===== src/rtl/pwb_pkg.sv =====
package pwb_pkg;
  typedef enum logic [1:0] {
    ST_IDLE,
    ST_FILL,
    ST_DROP,
    ST_PROG
  } pwb_state_e;
endpackage


===== src/rtl/pwb_page_buf.sv =====
module pwb_page_buf #(
  parameter int DATA_W     = 8,
  parameter int PAGE_BYTES = 32,
  localparam int OFF_W     = $clog2(PAGE_BYTES)
) (
  input  logic              clk_i,
  input  logic              rst_ni,
  input  logic              clr_i,
  input  logic              wr_i,
  input  logic [OFF_W-1:0]  wr_idx_i,
  input  logic [DATA_W-1:0] wr_data_i,
  input  logic [OFF_W-1:0]  rd_idx_i,
  output logic [DATA_W-1:0] rd_data_o,
  output logic              rd_valid_o,
  output logic              any_valid_o
);
  logic [DATA_W-1:0]     data_q [PAGE_BYTES];
  logic [PAGE_BYTES-1:0] valid_q;
  logic [PAGE_BYTES-1:0] hit;

  for (genvar i = 0; i < PAGE_BYTES; i++) begin : gen_hit
    assign hit[i] = wr_i && (wr_idx_i == OFF_W'(i));
  end

  always_ff @(posedge clk_i or negedge rst_ni) begin
    if (!rst_ni) begin
      valid_q <= '0;
    end else if (clr_i) begin
      valid_q <= '0;
    end else begin
      valid_q <= valid_q | hit;
    end
  end

  always_ff @(posedge clk_i) begin
    for (int i = 0; i < PAGE_BYTES; i++) begin
      if (hit[i]) data_q[i] <= wr_data_i;
    end
  end

  assign rd_data_o   = data_q[rd_idx_i];
  assign rd_valid_o  = valid_q[rd_idx_i];
  assign any_valid_o = |valid_q;
endmodule


===== src/rtl/pwb_commit_seq.sv =====
module pwb_commit_seq #(
  parameter int PAGE_BYTES = 32,
  localparam int OFF_W     = $clog2(PAGE_BYTES)
) (
  input  logic             clk_i,
  input  logic             rst_ni,
  input  logic             arm_i,
  output logic [OFF_W-1:0] idx_o,
  output logic             active_o
);
  localparam logic [OFF_W-1:0] LAST_IDX = OFF_W'(PAGE_BYTES - 1);

  always_ff @(posedge clk_i or negedge rst_ni) begin
    if (!rst_ni) begin
      idx_o    <= '0;
      active_o <= 1'b0;
    end else if (arm_i) begin
      idx_o    <= '0;
      active_o <= 1'b1;
    end else if (active_o) begin
      idx_o <= idx_o + 1'b1;
      if (idx_o == LAST_IDX) active_o <= 1'b0;
    end
  end
endmodule


===== src/rtl/pwb_timer.sv =====
module pwb_timer #(
  parameter int PROG_CYCLES = 625000,
  localparam int TMR_W      = (PROG_CYCLES > 1) ? $clog2(PROG_CYCLES) : 1
) (
  input  logic clk_i,
  input  logic rst_ni,
  input  logic arm_i,
  input  logic run_i,
  output logic done_o
);
  localparam logic [TMR_W-1:0] LAST_CNT = TMR_W'(PROG_CYCLES - 1);
  logic [TMR_W-1:0] cnt_q;

  always_ff @(posedge clk_i or negedge rst_ni) begin
    if (!rst_ni) begin
      cnt_q <= '0;
    end else if (arm_i) begin
      cnt_q <= '0;
    end else if (run_i && !done_o) begin
      cnt_q <= cnt_q + 1'b1;
    end
  end

  assign done_o = run_i && (cnt_q == LAST_CNT);
endmodule


===== src/rtl/pwb_page_writer.sv =====
module pwb_page_writer
  import pwb_pkg::*;
#(
  parameter int ADDR_W      = 13,
  parameter int DATA_W      = 8,
  parameter int PAGE_BYTES  = 32,
  parameter int PROG_CYCLES = 625000,
  localparam int OFF_W      = $clog2(PAGE_BYTES),
  localparam int PAGE_W     = ADDR_W - OFF_W,
  localparam int BIT_W      = $clog2(DATA_W)
) (
  input  logic              clk_i,
  input  logic              rst_ni,
  input  logic              start_i,
  input  logic              wen_i,
  input  logic [ADDR_W-1:0] base_addr_i,
  input  logic              byte_valid_i,
  input  logic [DATA_W-1:0] byte_data_i,
  input  logic [BIT_W-1:0]  bit_cnt_i,
  input  logic              cs_rise_i,
  input  logic              allow_i,
  output logic              busy_o,
  output logic              mem_we_o,
  output logic [ADDR_W-1:0] mem_addr_o,
  output logic [DATA_W-1:0] mem_data_o,
  output logic              wen_clr_o
);
  pwb_state_e        state_q, state_d;
  logic [PAGE_W-1:0] page_q;
  logic [OFF_W-1:0]  ptr_q;
  logic              buf_clr, buf_wr, any_valid, rd_valid;
  logic [OFF_W-1:0]  scan_idx;
  logic              scan_active, arm, tmr_done, in_prog;

  assign in_prog = (state_q == ST_PROG);
  assign buf_clr = (state_q == ST_IDLE) && start_i;
  assign buf_wr  = (state_q == ST_FILL) && byte_valid_i;

  always_comb begin
    state_d = state_q;
    unique case (state_q)
      ST_IDLE: if (start_i) state_d = wen_i ? ST_FILL : ST_DROP;
      ST_FILL: if (cs_rise_i)
                 state_d = ((bit_cnt_i == '0) && any_valid) ? ST_PROG : ST_IDLE;
      ST_DROP: if (cs_rise_i) state_d = ST_IDLE;
      ST_PROG: if (tmr_done) state_d = ST_IDLE;
      default: state_d = ST_IDLE;
    endcase
  end

  assign arm = (state_q == ST_FILL) && (state_d == ST_PROG);

  always_ff @(posedge clk_i or negedge rst_ni) begin
    if (!rst_ni) begin
      state_q <= ST_IDLE;
      page_q  <= '0;
      ptr_q   <= '0;
    end else begin
      state_q <= state_d;
      if (buf_clr) begin
        page_q <= base_addr_i[ADDR_W-1:OFF_W];
        ptr_q  <= base_addr_i[OFF_W-1:0];
      end else if (buf_wr) begin
        ptr_q <= ptr_q + 1'b1;  // wraps inside the page
      end
    end
  end

  pwb_page_buf #(
    .DATA_W    (DATA_W),
    .PAGE_BYTES(PAGE_BYTES)
  ) u_buf (
    .clk_i      (clk_i),
    .rst_ni     (rst_ni),
    .clr_i      (buf_clr),
    .wr_i       (buf_wr),
    .wr_idx_i   (ptr_q),
    .wr_data_i  (byte_data_i),
    .rd_idx_i   (scan_idx),
    .rd_data_o  (mem_data_o),
    .rd_valid_o (rd_valid),
    .any_valid_o(any_valid)
  );

  pwb_commit_seq #(
    .PAGE_BYTES(PAGE_BYTES)
  ) u_seq (
    .clk_i   (clk_i),
    .rst_ni  (rst_ni),
    .arm_i   (arm),
    .idx_o   (scan_idx),
    .active_o(scan_active)
  );

  pwb_timer #(
    .PROG_CYCLES(PROG_CYCLES)
  ) u_tmr (
    .clk_i (clk_i),
    .rst_ni(rst_ni),
    .arm_i (arm),
    .run_i (in_prog),
    .done_o(tmr_done)
  );

  assign busy_o     = in_prog;
  assign mem_addr_o = {page_q, scan_idx};
  assign mem_we_o   = in_prog && scan_active && rd_valid && allow_i;
  assign wen_clr_o  = tmr_done;
endmodule


===== config.mk =====
export PLATFORM = sky130hd
export DESIGN_NAME = pwb_page_writer
export DESIGN_NICKNAME = d
export VERILOG_FILES = /design/src/rtl/pwb_pkg.sv /design/src/rtl/pwb_page_buf.sv /design/src/rtl/pwb_commit_seq.sv /design/src/rtl/pwb_timer.sv /design/src/rtl/pwb_page_writer.sv
export SDC_FILE = /design/constraint.sdc
export NUM_CORES = 1
export LEC_CHECK = 0
export BUFFER_PORTS_ARGS = -buffer_cell sky130_fd_sc_hd__buf_2
export CORE_AREA = 2 2 188 190
export DETAILED_ROUTE_END_ITERATION = 16
export DIE_AREA = 0 0 190 192
export SYNTH_ARGS = -nofsm -noshare
export SYNTH_HDL_FRONTEND = slang
export SYNTH_SLANG_ARGS = --single-unit

===== constraint.sdc =====
create_clock -name clk_i -period 4.7 [get_ports clk_i]
set_input_delay 0.705 -clock clk_i [delete_from_list [all_inputs] [get_ports clk_i]]
set_output_delay 0.705 -clock clk_i [all_outputs]
set_load 0.005 [all_outputs]

==> impl_metrics.env <==
export IMPL_outcome="finished, final reports clean"
export IMPL_ys_warn_count=0
export IMPL_worst_ep_arrival_time_ps=3080
export IMPL_syn_num_nets=856
export IMPL_clock_fmax_mhz=264
export IMPL_power_per_cell_area_mw_per_mm2=554
export IMPL_p_int_uw=5940
export IMPL_gp_congestion=0.743
export IMPL_htree_levels=2
export IMPL_synth_cells=816
export IMPL_cts_hold_buf=0
export IMPL_numCtsBuffers=36
export IMPL_grt_pass1_wl_um=45600
export IMPL_start_util=0.397
export IMPL_cts_resized_gates=0
export IMPL_synthTopCellsByArea="edfxtp_1, dfrtp_1, mux4_2"
export IMPL_irDropWorstVdd_uv=298
export IMPL_start_kind="flop"
export IMPL_num_nets_final=919
export IMPL_grt_overflow=0
export IMPL_synthSimpleGateAreaFrac=0.0784
export IMPL_ys_seq_elements=329
export IMPL_worstMarginPinSlew_ps=983
export IMPL_rsz0062_at_grt="false"
export IMPL_grt_pass1_vias=7623
export IMPL_viasPerCell=5.38
export IMPL_grt_max_degree=74
export IMPL_post_route_min_period_ps=3790
export IMPL_synth_cell_types=42
export IMPL_cts_tree="built"
export IMPL_switching_share=0.304
export IMPL_hold_class="in2async"
export IMPL_grt_use_total=0.166
export IMPL_switchingPower_uw=2600
export IMPL_clk_latency_ps=520
export IMPL_port_buffers=54
export IMPL_timing_rr_start="state_q[0]"
export IMPL_clk_path_buf_depth=3
export IMPL_setup_viol=0
export IMPL_via_count=7313
export IMPL_cp_end_kind="primary output"
export IMPL_ant_nets=0
export IMPL_post_drt_wl_per_cell_um=21.5
export IMPL_die_w_um=190
export IMPL_maxSlewViolCount=0
export IMPL_fp_row_count=68
export IMPL_drtIter0Drc=587
export IMPL_p_leak_uw=0.00531
export IMPL_core_region_area_sq_mm=0.0343
export IMPL_maxCapViolCount=0
export IMPL_synth_xor_area_frac=0.0135
export IMPL_antenna_cells=0
export IMPL_seq_area_frac_synth=0.699
export IMPL_crit_fanout=36
export IMPL_finClkSkew_ps=17.5
export IMPL_synth_compound_area_frac=0.0313
export IMPL_clk_pin_slew_worst_paths_ps=60
export IMPL_fill_cells=2989
export IMPL_p_seq_frac=0.444
export IMPL_synthMuxAreaShare=0.151
export IMPL_synth_adder_area_share=0.00828
export IMPL_synth_area_sq_mm=0.0136
export IMPL_antenna_found_initial=0
export IMPL_cts_sinks=329
export IMPL_area_delta_synth_final_pct=13.4
export IMPL_cp_startpoint="u_seq.idx_o[0]"
export IMPL_path_class="reg2out"
export IMPL_share_comb_of_total_power=0.253
export IMPL_die_area_sq_mm=0.0365
export IMPL_yosys_area_top_type="edfxtp_1"
export IMPL_tns_ps=0
export IMPL_holdWs_ps=322
export IMPL_synth_top_family_by_area="multiplexers"
export IMPL_die_y_um=192
export IMPL_fin_crit_sh=0.806
export IMPL_drc=0
export IMPL_cts_root_buffer="clkbuf_16"
export IMPL_drt_first_pass_iters=4
export IMPL_dp_hpwl_um=18200
export IMPL_p_clk_frac=0.302
export IMPL_required_ps=3990
export IMPL_drive_gt1_frac=0.232
export IMPL_totalWireLength_um=29200
export IMPL_max_slew_margin=0.344
export IMPL_finalHoldViolations=0
export IMPL_yosysTopAreaCellShare=0.565
export IMPL_cts_setup_buffers=0
export IMPL_synth_avg_cell_area_sq_um=16.7
export IMPL_ios=55
cells in the mapped netlist (all sizes together):
| cell | number |
|---|---|
| o21a | 8 |
| and3b | 1 |
| xnor2 | 13 |
| and3 | 7 |
| clkbuf | 23 |
| nand3 | 12 |
| mux4 | 73 |
| nor2b | 7 |
| mux2i | 21 |
| nor3 | 12 |
| a2111oi | 1 |
| o21ai | 16 |
| nor3b | 1 |
| and2 | 21 |
| a221o | 1 |
| o31ai | 1 |
| ha | 9 |
| o22a | 1 |
| or3 | 4 |
| nand2b | 2 |
| nand2 | 39 |
| a21oi | 37 |
| o22ai | 1 |
| nor4b | 2 |
| edfxtp | 256 |
| nand4 | 13 |
| nand3b | 1 |
| a21boi | 1 |
| and4 | 2 |
| buf | 19 |
| inv | 9 |
| a31oi | 6 |
| mux2 | 18 |
| dfrtp | 73 |
| nor4 | 11 |
| nor2 | 86 |
| xor2 | 8 |
cell families after synthesis:
family	count (synthesis)
muxes	112
and+or+nand+nor	221
adders and majority gates	9
DFF	329
AOI/OAI and AO/OA	73
buffers and inverters	51
xor gates and xnor gates	21
layout make-up:
cell class / instances / area [sq um] / share of cell area
clock buffer: 47 / 963 / 0.0624
inverter: 9 / 33.8 / 0.00219
clock inverter: 16 / 101 / 0.00657
timing repair buffer: 67 / 395 / 0.0256
tap: 455 / 569 / 0.0369
sequential: 329 / 9520 / 0.617
multi-input combinational: 436 / 3850 / 0.250
critical path, stage by stage, from the launching register on:
cell     delay [ps]
dfrtp_4         900
buf_12          380
mux4_2          580
mux2i_1         200
o21ai_1         140
o21a_1          180
buf_2           140
power by group through the flow:
stage	Combinational, uW	Clock [uW]	Sequential [uW]
after floorplan	1740	0	3570
after global placement	2180	0	3860
after detailed placement	2200	0	3860
after CTS	2200	2640	3810
after global routing	2370	2760	3870
final	2160	2580	3800
final timing paths:
kind	depth (start not counted)	to	slack, ps
setup reg to reg	5	u_buf.data_q[6][0]	2020
setup / recovery	6	mem_data_o[5]	910
min in group clk_i	3	ptr_q[0]	400
hold / removal	1	u_tmr.cnt_q[0]	320
max in group asynchronous	1	u_seq.idx_o[0]	3660
hold reg to reg	1	page_q[0]	500
per-layer routing:
| metal | vias to the layer above | routed length, um | GRT usage |
|---|---|---|---|
| met2 | 200 | 13400 | 0.258 |
| li1 | 3280 | - | - |
| met4 | 0 | 557 | 0.0435 |
| met5 | - | 0 | 0 |
| met3 | 36 | 1510 | 0.0285 |
| met1 | 3797 | 13700 | 0.243 |
cell usage in the layout (no fill, tap or decap), drive strengths merged, types with 2 or more instances in the layout:
master,count
and4,2
nand2b,2
nor4,11
clkbuf,47
nand4,13
nor2,86
mux2i,21
buf,67
nor4b,2
xor2,8
xnor2,13
clkinv,13
ha,9
o21a,8
dfrtp,73
a21oi,37
nand3,12
mux2,18
nor3,12
nand2,39
nor2b,7
mux4,73
a31oi,6
or3,4
o21ai,16
and2,21
edfxtp,256
inv,11
and3,7
state kept, by name, summed over array words and instances (netlist names):
name            count
ptr_q               5
u_buf.data_q      256
state_q             2
u_seq.idx_o         5
u_seq.active_o      1
u_buf.valid_q      32
u_tmr.cnt_q        20
page_q              8
per-stage QoR:
stage / instances / util / area, sq um / power (uW) / setup WS [ps]
floorplan: 816 / - / 13600 / 5310 / 2200
global placement: 1296 / 0.419 / 14400 / 6040 / 1360
detailed placement: 1296 / 0.419 / 14400 / 6060 / 1390
CTS: 1359 / 0.450 / 15400 / 8650 / 836
global route: 1359 / 0.450 / 15400 / 9000 / 640
finish: 1359 / 0.450 / 15400 / 8540 / 910
Power figures use the tool's default switching activity.
